### config.mk
export PLATFORM = sky130hd
export DESIGN_NAME = serial_rx_buffer
export DESIGN_NICKNAME = d
export VERILOG_FILES = /design/src/rtl/rxq_pkg.sv /design/src/rtl/rxq_fifo.sv /design/src/rtl/rxq_flags.sv /design/src/rtl/rxq_irq.sv /design/src/rtl/serial_rx_buffer.sv
export SDC_FILE = /design/constraint.sdc
export NUM_CORES = 1
export LEC_CHECK = 0
export ABC_AREA = 1
export BUFFER_PORTS_ARGS = -buffer_cell sky130_fd_sc_hd__buf_2
export CORE_ASPECT_RATIO = 1.25
export CORE_MARGIN = 2
export CORE_UTILIZATION = 40
export DETAILED_ROUTE_END_ITERATION = 6
export GPL_TIMING_DRIVEN = 0
export SYNTH_ARGS = -nofsm -noshare
export SYNTH_HDL_FRONTEND = slang
export SYNTH_HIERARCHICAL = 1
export SYNTH_SLANG_ARGS = --single-unit
### constraint.sdc
create_clock -name clk -period 4.7 [get_ports clk]
set_input_delay 0.235 -clock clk [delete_from_list [all_inputs] [get_ports clk]]
set_output_delay 0.235 -clock clk [all_outputs]
set_load 0.05 [all_outputs]
### src/rtl/rxq_pkg.sv
package rxq_pkg;

  localparam int ST_READY = 7;
  localparam int ST_OVR   = 6;
  localparam int ST_PERR  = 5;
  localparam int ST_FERR  = 4;
  localparam int ST_RIE   = 3;
  localparam int ST_CARR  = 2;

  typedef struct packed {
    logic [7:0] data;
    logic       perr;
    logic       ferr;
  } rx_entry_t;

  // expected parity bit = XOR of data, inverted for odd parity
  function automatic logic parity_mismatch(input logic [7:0] d, input logic pbit,
                                           input logic en, input logic odd);
    return en & ((^d ^ odd) != pbit);
  endfunction

  function automatic logic framing_bad(input logic stop_bit);
    return ~stop_bit;
  endfunction

endpackage

### src/rtl/rxq_fifo.sv
module rxq_fifo
  import rxq_pkg::*;
#(
  parameter int DEPTH = 4,
  localparam int AW = (DEPTH > 1) ? $clog2(DEPTH) : 1,
  localparam int CW = $clog2(DEPTH + 1)
) (
  input  logic          clk,
  input  logic          rst_n,
  input  logic          flush,
  input  logic          push,
  input  rx_entry_t     push_ent,
  input  logic          pop,
  output logic [7:0]    head_data,
  output logic [CW-1:0] count,
  output logic          full,
  output logic          push_ok,
  output logic          arrive,
  output rx_entry_t     arrive_ent,
  output logic [AW-1:0] arrive_idx,
  output logic [AW-1:0] last_idx
);

  rx_entry_t     mem [DEPTH];
  logic [AW-1:0] wr_ptr, rd_ptr;
  logic          empty_w, pop_ok;

  function automatic logic [AW-1:0] step(input logic [AW-1:0] p);
    return (p == AW'(DEPTH - 1)) ? '0 : p + 1'b1;
  endfunction

  assign full      = (count == CW'(DEPTH));
  assign empty_w   = (count == '0);
  assign push_ok   = push & ~full & ~flush;
  assign pop_ok    = pop & ~empty_w & ~flush;
  assign head_data = mem[rd_ptr].data;
  assign last_idx  = (wr_ptr == '0) ? AW'(DEPTH - 1) : wr_ptr - 1'b1;

  always_ff @(posedge clk or negedge rst_n) begin
    if (!rst_n) begin
      wr_ptr <= '0;
      rd_ptr <= '0;
      count  <= '0;
    end else if (flush) begin
      wr_ptr <= '0;
      rd_ptr <= '0;
      count  <= '0;
    end else begin
      if (push_ok) wr_ptr <= step(wr_ptr);
      if (pop_ok)  rd_ptr <= step(rd_ptr);
      count <= count + CW'(push_ok) - CW'(pop_ok);
    end
  end

  always_ff @(posedge clk or negedge rst_n) begin
    if (!rst_n) begin
      for (int i = 0; i < DEPTH; i++) mem[i] <= '0;
    end else if (push_ok) begin
      mem[wr_ptr] <= push_ent;
    end
  end

  // head-change event: which entry becomes the oldest at this edge
  always_comb begin
    arrive     = 1'b0;
    arrive_ent = push_ent;
    arrive_idx = wr_ptr;
    if (pop_ok && count > CW'(1)) begin
      arrive     = 1'b1;
      arrive_idx = step(rd_ptr);
      arrive_ent = mem[step(rd_ptr)];
    end else if (push_ok && (empty_w || (pop_ok && count == CW'(1)))) begin
      arrive = 1'b1;
    end
  end

endmodule

### src/rtl/rxq_flags.sv
module rxq_flags
  import rxq_pkg::*;
#(
  parameter int DEPTH = 4,
  localparam int AW = (DEPTH > 1) ? $clog2(DEPTH) : 1
) (
  input  logic          clk,
  input  logic          rst_n,
  input  logic          flush,
  input  logic          err_clr,
  input  logic          arrive,
  input  rx_entry_t     arrive_ent,
  input  logic [AW-1:0] arrive_idx,
  input  logic          ovr_detect,
  input  logic [AW-1:0] last_idx,
  output logic          ovr_flag,
  output logic          pe_flag,
  output logic          fe_flag,
  output logic          blocked
);

  logic          ovr_pend;
  logic [AW-1:0] ovr_idx;
  logic          ovr_hit;

  assign ovr_hit = arrive & ((ovr_pend & (arrive_idx == ovr_idx)) |
                             (ovr_detect & (arrive_idx == last_idx)));
  assign blocked = ovr_pend | ovr_flag;

  always_ff @(posedge clk or negedge rst_n) begin
    if (!rst_n) begin
      ovr_flag <= 1'b0;
      pe_flag  <= 1'b0;
      fe_flag  <= 1'b0;
      ovr_pend <= 1'b0;
      ovr_idx  <= '0;
    end else if (flush) begin
      ovr_flag <= 1'b0;
      pe_flag  <= 1'b0;
      fe_flag  <= 1'b0;
      ovr_pend <= 1'b0;
    end else begin
      pe_flag  <= (arrive & arrive_ent.perr) | (pe_flag & ~err_clr);
      fe_flag  <= (arrive & arrive_ent.ferr) | (fe_flag & ~err_clr);
      ovr_flag <= ovr_hit | (ovr_flag & ~err_clr);
      if (ovr_hit) begin
        ovr_pend <= 1'b0;
      end else if (ovr_detect) begin
        ovr_pend <= 1'b1;
        ovr_idx  <= last_idx;
      end
    end
  end

endmodule

### src/rtl/rxq_irq.sv
module rxq_irq (
  input  logic clk,
  input  logic rst_n,
  input  logic wr_en,
  input  logic wr_rie,
  input  logic ready,
  input  logic dma_route,
  input  logic ovr,
  input  logic pe,
  input  logic fe,
  output logic rie,
  output logic irq
);

  always_ff @(posedge clk or negedge rst_n) begin
    if (!rst_n)     rie <= 1'b0;
    else if (wr_en) rie <= wr_rie;
  end

  assign irq = rie & ((ready & ~dma_route) | ovr | pe | fe);

endmodule

### src/rtl/serial_rx_buffer.sv
module serial_rx_buffer
  import rxq_pkg::*;
#(
  parameter int DEPTH = 4
) (
  input  logic       clk,
  input  logic       rst_n,
  input  logic       char_valid,
  input  logic [7:0] char_data,
  input  logic       char_parity,
  input  logic       char_stop,
  input  logic       parity_en,
  input  logic       parity_odd,
  input  logic       dcd_auto_en,
  input  logic       dcd_n,
  input  logic       dma_route,
  input  logic       rd_strobe,
  output logic [7:0] rd_data,
  input  logic       stat_wr,
  input  logic [7:0] stat_wdata,
  input  logic       err_clr,
  output logic [7:0] status,
  output logic       irq
);

  localparam int AW = (DEPTH > 1) ? $clog2(DEPTH) : 1;
  localparam int CW = $clog2(DEPTH + 1);

  rx_entry_t     in_ent, arrive_ent;
  logic          flush, push_req, push_ok, full, arrive, ovr_detect;
  logic          blocked, ovr_flag, pe_flag, fe_flag, ready, rie;
  logic [CW-1:0] count;
  logic [AW-1:0] arrive_idx, last_idx;

  assign flush      = dcd_auto_en & dcd_n;
  assign in_ent     = '{data: char_data,
                        perr: parity_mismatch(char_data, char_parity, parity_en, parity_odd),
                        ferr: framing_bad(char_stop)};
  assign push_req   = char_valid & ~blocked;
  assign ovr_detect = push_req & full & ~flush;
  assign ready      = (count != '0);

  rxq_fifo #(.DEPTH(DEPTH)) u_fifo (
    .clk(clk), .rst_n(rst_n), .flush(flush),
    .push(push_req), .push_ent(in_ent), .pop(rd_strobe),
    .head_data(rd_data), .count(count), .full(full), .push_ok(push_ok),
    .arrive(arrive), .arrive_ent(arrive_ent), .arrive_idx(arrive_idx),
    .last_idx(last_idx)
  );

  rxq_flags #(.DEPTH(DEPTH)) u_flags (
    .clk(clk), .rst_n(rst_n), .flush(flush), .err_clr(err_clr),
    .arrive(arrive), .arrive_ent(arrive_ent), .arrive_idx(arrive_idx),
    .ovr_detect(ovr_detect), .last_idx(last_idx),
    .ovr_flag(ovr_flag), .pe_flag(pe_flag), .fe_flag(fe_flag), .blocked(blocked)
  );

  rxq_irq u_irq (
    .clk(clk), .rst_n(rst_n), .wr_en(stat_wr), .wr_rie(stat_wdata[ST_RIE]),
    .ready(ready), .dma_route(dma_route),
    .ovr(ovr_flag), .pe(pe_flag), .fe(fe_flag), .rie(rie), .irq(irq)
  );

  always_comb begin
    status           = '0;
    status[ST_READY] = ready;
    status[ST_OVR]   = ovr_flag;
    status[ST_PERR]  = pe_flag;
    status[ST_FERR]  = fe_flag;
    status[ST_RIE]   = rie;
    status[ST_CARR]  = dcd_n;
  end

endmodule

==> summary.md <==
| Metric | Value |
|---|---|
| Status | `completed` |
| CP most frequent cell | `nor2_1` |
| Chip height | `102 um` |
| Routed WL | `7210 um` |
| Yosys Warn Count | `6` |
| DP HPWL | `roughly 5200 um` |
| Worst Hold Class | `primary input to flop` |
| Crit. End Element | `flop` |
| Crit start category | `flop` |
| Largest net degree at the start of global routing | `55` |
| Placement Setup Slack | `about 2.3 ns` |
| Sw Share | `~50%` |
| RD Place Congestion | `approximately 0.76` |
| DR iter-0 viols | `~100` |
| Grt ovf | `0` |
| Synthesized instance count | `between 400 and 500` |
| Critical path class | `flop to flop` |
| Via/cell ratio | `4.87` |
| Fill cell count | `773` |
| Clock power frac | `a little under an eighth` |
| Routed wire per std cell | `~13 um` |
| DR pass1 iterations | `4` |
| Clock transition at the registers of the reported paths | `about 0.1 ns` |
| Initial Util | `about two fifths` |
| First-pass GRT wire length | `between 10000 and 15000 um` |
| Min Tclk post-route | `2.34 ns` |
| Fraction of layout cells with a size suffix above 1 | `19.7%` |
| FF/Latch Area | `1350 um2` |
| Vias in the first global route | `2622` |
| Routed Antenna Nets | `0` |
| Hold WS | `0.116 ns` |
| Worst Tran Pin Value | `0.519 ns` |
| Final core utilization | `47.4%` |
| Sink Count | `54` |
| Post-CTS setup buffers | `0` |
| Clock root cell | `clkbuf_8` |
| Setup ws final | `roughly 2.4 ns` |
| FP Rows | `35` |
| Core area | `7400 um2` |
| CP required | `4.91 ns` |
| Area Growth Syn to Fin | `14.0%` |
| RSZ-0062 raised after global routing | `false` |
| Worst clock skew | `slightly above 0.007 ns` |
| Design area | `3510 um2` |
| DRC viols | `0` |
| Final hold vios | `0` |
| Placed cells | `538` |
| Setup violators final | `0` |
| CTS buffer count | `5` |
| Crit-path cells | `or2_2 > nor2_1 > nand2_1 > nor2_1 > ha_1 > inv_1 > fa_1 > o21ai_0 > a21oi_1` |
| Final TNS setup | `0 ns` |
| Worst Path Arrival | `2.55 ns` |
| Fin nets | `just under 500` |
| Syn_area_per_cell | `7.52 um2` |
| Via count of the routed design | `approximately 2700` |
| Antenna violations before repair | `0` |
| Ant diodes | `0` |
| Combinational Power Share | `55.2%` |
| CP max stage cell | `nor2_1` |
| Worst path max stage delay | `0.42 ns` |
| CP max FO | `8` |
| Die Wd | `about 82 um` |
| PwrDens | `696 nW/um2` |
| Max-cap viol count | `0` |
| Die area | `8410 um2` |
| DP Area | `~3400 um2` |
| H-Tree Depth | `2` |
| Maximum vdd drop | `326 uV` |
| Internal power | `1.23 mW` |
| Area of the multi-input gates | `around 1300 um2` |
| Sequential Power Share | `32.8%` |
| Port-buffer cells | `36` |
| Pins Over Slew Limit | `0` |
| IO Pins | `46` |
| Highest Clock Rate | `427 MHz` |
| CTS Buffer Depth | `2` |
| Power Total | `between 2 and 2.5 mW` |
| Worst-Skew Late Latency | `0.31 ns` |
| Psw | `1.21 mW` |
| Mapped cell area | `approximately 3000 um2` |
| CTS tree | `yes` |
| Fin crit share | `approximately half` |
| Slew headroom | `65.3%` |
| Leak Pwr | `1.91 nW` |
| Global-route usage over all layers | `a little under a fifth` |
| Finished Layout Cells | `548` |
-- flip-flops by register name (all words and copies together), names as in the netlist --
register          count
u_flags/ovr_pend      1
u_flags/pe_flag       1
u_fifo/mem           40
u_flags/ovr_idx       2
u_fifo/count          3
u_fifo/rd_ptr         2
u_flags/fe_flag       1
u_flags/ovr_flag      1
u_fifo/wr_ptr         2
u_irq/rie             1
-- power groups by stage --
stage	registers (mW)	clock network (mW)	logic, mW
2_1_floorplan	0.772	0	1.06
3_3_place_gp	0.803	0	1.33
3_5_place_dp	0.809	0	1.35
4_1_cts	0.800	0.306	1.36
5_1_grt	0.827	0.319	1.52
6_report	0.801	0.293	1.35
-- worst paths after layout --
kind / cells after the start / startpoint / slack (ns) / to
setup reg to reg: 9 / u_flags/ovr_pend$_DFFE_PN0P_ / 2.36 / u_fifo/count[2]$_DFF_PN0_
hold reg to reg: 2 / u_fifo/mem[13]$_DFFE_PN0P_ / 0.49 / u_fifo/mem[13]$_DFFE_PN0P_
max in group asynchronous: 3 / rst_n / 3.82 / u_fifo/mem[10]$_DFFE_PN0P_
min in group asynchronous: 2 / rst_n / 0.36 / u_irq/rie$_DFFE_PN0P_
hold / removal: 2 / stat_wr / 0.12 / u_irq/rie$_DFFE_PN0P_
setup / recovery: 9 / u_flags/ovr_pend$_DFFE_PN0P_ / 2.36 / u_fifo/count[2]$_DFF_PN0_
-- layout by cell type (no fill, tap or decap), drive strengths merged --
cell type,n
a21boi,1
a21oi,16
buf,60
clkbuf,12
conb,2
dfrtp,54
dlygate4sd3,1
fa,1
ha,9
inv,63
nand2,118
nand3,15
nand3b,1
nand4,7
nor2,22
o21ai,61
o22ai,5
or2,5
or3,1
xnor2,2
-- metal layers --
metal | global-route usage, % | vias up | share of wire, %
li1 | - | 1356 | -
met5 | 0 | - | 0
met2 | 34.3 | 70 | 51
met1 | 22.9 | 1235 | 43
met4 | 4.87 | 0 | 1.4
met3 | 2.47 | 9 | 4.3
-- timing repair --
item / in CTS / in global routing
hold buffers: 0 / 1
resized for setup: 0 / 0
endpoints found under the hold margin: 0 / 12
-- critical path, delay by kind of cell (launching register included) --
kind / cells / cell delay [ns]
and+or+nand+nor: 4 / 1.02
adders and majority gates: 2 / 0.55
DFF: 1 / 0.41
AOI/OAI and AO/OA: 2 / 0.22
buffers and inverters: 1 / 0.04
-- cell type report --
type / count / share of cell area (%)
flip-flops and latches: 54 / 38.5
multi-input cells: 266 / 37.8
inverters: 61 / 6.53
repair buffers: 38 / 6.00
plain buffers: 29 / 4.96
well taps: 92 / 3.28
clock buffers: 6 / 2.36
clock inverters: 2 / 0.571
Note: power is estimated with default switching activity, not from simulation.
